### src/rtl/pci_par_pkg.sv
package pci_par_pkg;

    // One captured bus word, waiting for its parity bit
    typedef struct packed {
        logic par;
        logic addr;
        logic data;
        logic en;
        logic drive;
        logic spec;
    } word_st_t;

    typedef struct packed {
        word_st_t s1;
        logic     cmd_spec;
        logic     serr;
        logic     sticky;
    } core_st_t;

    typedef struct packed {
        logic act;
        logic tail;
    } perr_st_t;

endpackage

### src/rtl/par_tree.sv
module par_tree #(
    parameter int AD_W = 32,
    parameter int BE_W = 4
) (
    input  logic [AD_W-1:0] ad,
    input  logic [BE_W-1:0] be,
    output logic            par
);
    localparam int LANE_W = AD_W / BE_W;

    logic [BE_W-1:0] lane_par;

    // Each byte lane folds with its own enable bit
    for (genvar i = 0; i < BE_W; i++) begin : g_lane
        assign lane_par[i] = (^ad[i*LANE_W +: LANE_W]) ^ be[i];
    end

    assign par = ^lane_par;

endmodule

### src/rtl/perr_drv.sv
module perr_drv
    import pci_par_pkg::*;
(
    input  logic clk,
    input  logic rst_n,
    input  logic err_i,
    output logic perr_n_o,
    output logic perr_oe_o
);
    perr_st_t st_d, st_q;

    always_comb begin
        st_d      = st_q;
        st_d.act  = err_i;
        st_d.tail = st_q.act & ~err_i;
    end

    always_ff @(posedge clk or negedge rst_n) begin
        if (!rst_n) st_q <= '0;
        else        st_q <= st_d;
    end

    assign perr_n_o  = ~st_q.act;
    assign perr_oe_o = st_q.act | st_q.tail;


    perr_release_chk: assert property (@(posedge clk) disable iff (!rst_n)
        (perr_oe_o && perr_n_o) |-> $past(perr_oe_o && !perr_n_o));


    perr_low_driven_chk: assert property (@(posedge clk) disable iff (!rst_n)
        (perr_oe_o && !perr_n_o) |=> perr_oe_o);


    perr_stretch_chk: assert property (@(posedge clk) disable iff (!rst_n)
        (!perr_n_o && err_i) |=> !perr_n_o);

endmodule

### src/rtl/pci_parity_unit.sv
module pci_parity_unit
    import pci_par_pkg::*;
#(
    parameter int              AD_W        = 32,
    parameter int              BE_W        = 4,
    parameter logic [BE_W-1:0] SPECIAL_CMD = BE_W'(1)
) (
    input  logic            clk,
    input  logic            rst_n,
    input  logic            chk_en_i,
    input  logic            addr_phase_i,
    input  logic            data_xfer_i,
    input  logic            drive_i,
    input  logic [AD_W-1:0] ad_i,
    input  logic [BE_W-1:0] cbe_i,
    input  logic            par_i,
    input  logic            clr_i,
    output logic            par_o,
    output logic            par_oe_o,
    output logic            perr_n_o,
    output logic            perr_oe_o,
    output logic            serr_pull_o,
    output logic            err_flag_o
);
    core_st_t st_d, st_q;
    logic     word_par;
    logic     mism;
    logic     data_err;
    logic     sys_err;

    par_tree #(.AD_W(AD_W), .BE_W(BE_W)) u_tree (
        .ad  (ad_i),
        .be  (cbe_i),
        .par (word_par)
    );

    // Received bit belongs to the word captured last clock
    assign mism     = st_q.s1.par ^ par_i;
    assign data_err = st_q.s1.en & st_q.s1.data & ~st_q.s1.spec & mism;
    assign sys_err  = st_q.s1.en & mism &
                      (st_q.s1.addr | (st_q.s1.data & st_q.s1.spec));

    always_comb begin
        st_d          = st_q;
        st_d.s1.par   = word_par;
        st_d.s1.addr  = addr_phase_i;
        st_d.s1.data  = data_xfer_i & ~addr_phase_i;
        st_d.s1.en    = chk_en_i;
        st_d.s1.drive = drive_i;
        st_d.s1.spec  = st_q.cmd_spec;
        if (addr_phase_i) st_d.cmd_spec = (cbe_i == SPECIAL_CMD);
        st_d.serr     = sys_err;
        st_d.sticky   = (st_q.sticky & ~clr_i) | data_err | sys_err;
    end

    always_ff @(posedge clk or negedge rst_n) begin
        if (!rst_n) st_q <= '0;
        else        st_q <= st_d;
    end

    perr_drv u_perr (
        .clk       (clk),
        .rst_n     (rst_n),
        .err_i     (data_err),
        .perr_n_o  (perr_n_o),
        .perr_oe_o (perr_oe_o)
    );

    assign par_o       = st_q.s1.par;
    assign par_oe_o    = st_q.s1.drive;
    assign serr_pull_o = st_q.serr;
    assign err_flag_o  = st_q.sticky;


    par_lag_chk: assert property (@(posedge clk) disable iff (!rst_n)
        par_oe_o |-> (par_o == ^{$past(ad_i), $past(cbe_i)}));


    gate_off_chk: assert property (@(posedge clk) disable iff (!rst_n)
        $past(!chk_en_i, 2) |-> (perr_n_o && !serr_pull_o));


    idle_word_chk: assert property (@(posedge clk) disable iff (!rst_n)
        $past(!addr_phase_i && !data_xfer_i, 2) |-> (perr_n_o && !serr_pull_o));


    sticky_set_chk: assert property (@(posedge clk) disable iff (!rst_n)
        (serr_pull_o || !perr_n_o) |-> err_flag_o);


    addr_no_perr_chk: assert property (@(posedge clk) disable iff (!rst_n)
        $past(addr_phase_i, 2) |-> perr_n_o);

endmodule

### config.mk
export PLATFORM = sky130hd
export DESIGN_NAME = pci_parity_unit
export DESIGN_NICKNAME = d
export VERILOG_FILES = /design/src/rtl/pci_par_pkg.sv /design/src/rtl/par_tree.sv /design/src/rtl/perr_drv.sv /design/src/rtl/pci_parity_unit.sv
export SDC_FILE = /design/constraint.sdc
export NUM_CORES = 1
export LEC_CHECK = 0
export CORE_UTILIZATION = 33
export CTS_CLUSTER_SIZE = 24
export DETAILED_ROUTE_END_ITERATION = 8
export PLACE_DENSITY = 0.78
export SLEW_MARGIN = 20
export SYNTH_ARGS = -nofsm -noshare
export SYNTH_HDL_FRONTEND = slang
export SYNTH_SLANG_ARGS = --single-unit
### constraint.sdc
create_clock -name clk -period 1.4 [get_ports clk]
set_clock_uncertainty 0.2 [all_clocks]
set_input_delay 0.14 -clock clk [delete_from_list [all_inputs] [get_ports clk]]
set_output_delay 0.14 -clock clk [all_outputs]
set_load 0.02 [all_outputs]
### Word level (Yosys, flattened, before mapping)

Index checks and enable logic that the tools add are counted.

| storage, ports and cells | value |
|---|---|
| flip-flop bits (word level) | 11 |
| output and inout port bits | 6 |
| logic and storage cells | 40 |

| cells by class | value |
|---|---|
| equality and inequality tests | 1 |
| bitwise logic cells | 23 |
| reduce and logical (&&, ||, !) cells | 5 |

Operators with widths:

| kind | number |
|---|---|
| 8-bit parity | 4 |
| 1-bit bitwise AND | 9 |
| 1-bit NOT | 5 |
| 1-bit XOR | 5 |
| 4-bit by 1-bit equality test with 1-bit output (second input constant) | 1 |
| 1-bit OR | 4 |
| 4-bit parity | 1 |

### Depth between registers and ports, before layout

| depth | value |
|---|---|
| word-level depth | 5 |
| mapped depth | 5 |

### By module

A second synthesis with hierarchy kept.

| second synthesis, totals | value |
|---|---|
| cells, all modules | 58 |
| area, all modules | 678.2 um^2 |

By module, submodules not included:

| module | instances | cells each | area an instance (um^2) |
|---|---|---|---|
| par_tree | 1 | 34 | 311.5 |
| pci_parity_unit | 1 | 19 | 300.3 |
| perr_drv | 1 | 5 | 66.3 |

### Worst setup path after synthesis

Ideal clock, no wire load.

| timing | value |
|---|---|
| kind | in2reg |
| start point | input port ad_i[25] |
| end point | register st_q, in the netlist par_o |
| library setup time | 0.123 ns |
| data arrival time | 1.126 ns |
| slack | -0.048 ns |
| stages | 5 |
| buffers on the path | 0 |
| cells stage by stage | xor2_1 xnor2_1 xnor2_1 xnor3_1 xnor2_1 |

RTL lines:

| item | RTL line | RTL |
|---|---|---|
| start: declaration | pci_parity_unit.sv:14 | `input logic [AD_W-1:0] ad_i,` |
| end signal: assignment | pci_parity_unit.sv:58 | `else st_q <= st_d;` |
| end: declaration | pci_parity_unit.sv:25 | `core_st_t st_d, st_q;` |

==> impl_metrics.ini <==
[outcome]
status = completed

[timing]
setup_viol = 0
period_minus_slack_ns = 1.366
fin_crit_sh_pct = 97.58
rsz0062_at_grt = yes
tightest_slew_ns = 0.4724
fmax_ghz = 0.7320
maxSlewHeadroom_pct = 68.41
drv_slew = 0
hold_violations = 0
tns_ns = 0

[clocking]
clk_latency_ns = 0.26
numCtsBuffers = 3
cts-root-buf = clkbuf_4
cts_sinks = 11
htreeDepth = 1
clockBufferDepth = 2
clk_pin_slew_ns = 0.06
cts_tree = built

[worst_setup_path]
crit_slowest_cell = clkdlybuf4s50_1
cp.required_ns = 1.37
crit_top_cell = xnor2_1
rr_endpoint = u_perr.st_q[0]$_DFF_PN0_
cp_slowest_stage_delay_ns = 0.47
reg2regPathDepth = 4
cp_cell_sequence = clkdlybuf4s50_1, xnor2_1, xnor2_1, xnor2_1, xnor2_1, xnor2_1
reg2reg_slack_ns = 0.16
critPathBufInv = 1
critical-path-top-delay-family = XOR/XNOR gates
critPathMaxFanout = 1
cp-start-kind = input pin
r2r-start = par_o$_DFF_PN0_
critPathArrivalTime_ns = 1.34
end_kind = flip-flop
criticalPathCategory = in2reg

[route]
ant_nets = 0
vias_per_cell = 4.187
wire_per_inst_um = 9.590
wirelength_um = 1333
via_count = 582
drt_iter0_drc = 1
drt-pass1-iter-count = 2
drc = 0

[global_routing]
grt_overflow_total = 0
grt_pass1_vias = 570
grt_start_max_net_pins = 12
grt_usage_pct = 12.55
grt_pass1_wl_um = 1987
antenna_found_initial = 0

[yosys]
syn-cell-area_sq_um = 669.4
synth.distinct_cells = 14
yosys-top-cells-count = 29 x xnor2_1, 11 x dfrtp_1, 5 x xor2_1, 3 x nor2_1, 2 x inv_1
synthTopCellsByArea = dfrtp_1 41%, xnor2_1 38%, xor2_1 6.5%
yosys_warnings = 0
ys.flop_type = dfrtp_1
syn-num-nets = 103
ys_ff_latch = 11
async_reset_ff_share_pct = 100.0
syn_inst = 59
syn_area_per_cell_sq_um = 11.35
yosys.area.top_type = dfrtp_1
synth_most_common_cell = xnor2_1
synth_edf_count = 0
synth_seq_area_share_pct = 41.12
yosys.area.top_type_share_pct = 41.12

[die]
num_rows = 15
chipWidth_um = 47.04
die_y_um = 47.04
dieArea_sq_um = 2213
core_area_sq_um = 1821
initial_core_util_pct = 36.77
io_pins = 50

[power]
peakVddDrop_uv = 474.5
power_mw = 1.164
p_per_area_nw_per_um2 = 949.0
p_leak_nw = 0.6101

[final_layout]
diodes = 0
multiInputGateArea_sq_um = 446.7
final_nets = 159
area_delta_synth_final_pct = 83.18
final_cells = 139
drive_gt1_share_pct = 28.95
final_area_sq_um = 1226
regArea_sq_um = 275.3
nFillCells = 164

[placed_design]
dp.cells = 135
gp_congestion = 0.6995
io_buffer_count = 49
dpl.hpwl_um = 1186
dpl_cell_area_sq_um = 1214

[job]
cap_violations = 0

[hold_path]
hp-class = in2async
[metal layers]
layer	track usage [%]	wire, um	vias to the layer above
met1	12.74	487	254
met5	0	0	-
met2	25.28	718	34
met3	2.692	127	0
met4	3.429	0	0
li1	-	-	294
[power by group]
| part | leakage [nW] | switching, mW | internal (mW) |
|---|---|---|---|
| combinational | 0.454 | 0.231 | 0.345 |
| sequential | 0.141 | 0.0214 | 0.364 |
| clock | 0.0150 | 0.0920 | 0.110 |
[state kept, by name, indices dropped and copies added (netlist names)]
| name | flops |
|---|---|
| st_q | 4 |
| serr_pull_o | 1 |
| u_perr.st_q | 2 |
| par_o | 1 |
| par_oe_o | 1 |
| err_flag_o | 1 |
| st_d | 1 |
[per-stage QoR]
stage | setup WS (ns) | hold slack [ns] | utilization, %
global placement | -0.5447 | 0.1590 | 66.67
finish | 0.03385 | 0.004092 | 67.35
global route | -0.01349 | 0.03240 | 67.35
detailed placement | -0.5692 | 0.1653 | 66.67
floorplan | -0.03107 | -0.3556 | -
CTS | -0.03646 | 0.009861 | 66.67
[worst max path at each step]
stage	start	end	slack, ns	cells after the start
floorplan	ad_i[15]	par_o$_DFF_PN0_	-0.03	5
global placement	cbe_i[0]	par_o$_DFF_PN0_	-0.54	6
detailed placement	cbe_i[0]	par_o$_DFF_PN0_	-0.57	6
CTS	u_perr.st_q[1]$_DFF_PN0_	perr_oe_o	-0.04	2
global route	ad_i[17]	par_o$_DFF_PN0_	-0.01	6
finish	ad_i[17]	par_o$_DFF_PN0_	0.03	6
[cell usage in the layout (no fill, tap or decap)]
master | Yosys | final
nor2_1 | 3 | 3
or2_4 | 0 | 1
dlymetal6s2s_1 | 0 | 7
nand2_1 | 1 | 1
clkbuf_4 | 0 | 3
o22ai_1 | 1 | 1
clkbuf_2 | 0 | 9
clkbuf_1 | 0 | 1
dfrtp_1 | 11 | 11
nor4b_1 | 1 | 1
nor2b_1 | 1 | 1
clkdlybuf4s15_1 | 0 | 7
xnor2_1 | 29 | 22
inv_1 | 2 | 2
buf_2 | 0 | 7
buf_6 | 0 | 2
clkdlybuf4s50_1 | 0 | 12
dlygate4sd2_1 | 0 | 5
a21oi_1 | 1 | 1
xnor3_1 | 1 | 1
xnor2_2 | 0 | 7
nor3b_2 | 0 | 1
buf_4 | 0 | 2
mux2_2 | 1 | 1
xor2_1 | 5 | 5
[kinds of logic (layout without fill, tap and decap cells)]
group,Yosys count,after routing,synth area share [%]
AOI/OAI and AO/OA,2,2,1.682
buffers and inverters,2,57,1.122
muxes,1,1,1.682
and+or+nand+nor,8,8,6.543
DFF,11,11,41.12
xor gates and xnor gates,35,35,47.85
[area by class of cell]
class / count / share of cell area (%)
clock buffers: 4 / 2.143
repair buffers: 51 / 35.82
multi-input cells: 46 / 36.43
inverters: 2 / 0.6122
well taps: 25 / 2.551
flip-flops and latches: 11 / 22.45
[repair_timing]
action | 4_1_cts | 5_1_grt
hold buffers | 0 | 0
gates resized for setup | 64 | 33
setup buffers | 0 | 0
endpoints found under the setup margin | 7 | 4
pin swaps | 22 | 20
[worst reg2reg max path, stage by stage (launching register included)]
cell and delay [ns]:
dfrtp_1 0.39, xor2_1 0.14, nand2_1 0.13, nor3b_2 0.22
nor2_1 0.06
Note: power is estimated with default switching activity, not from simulation.
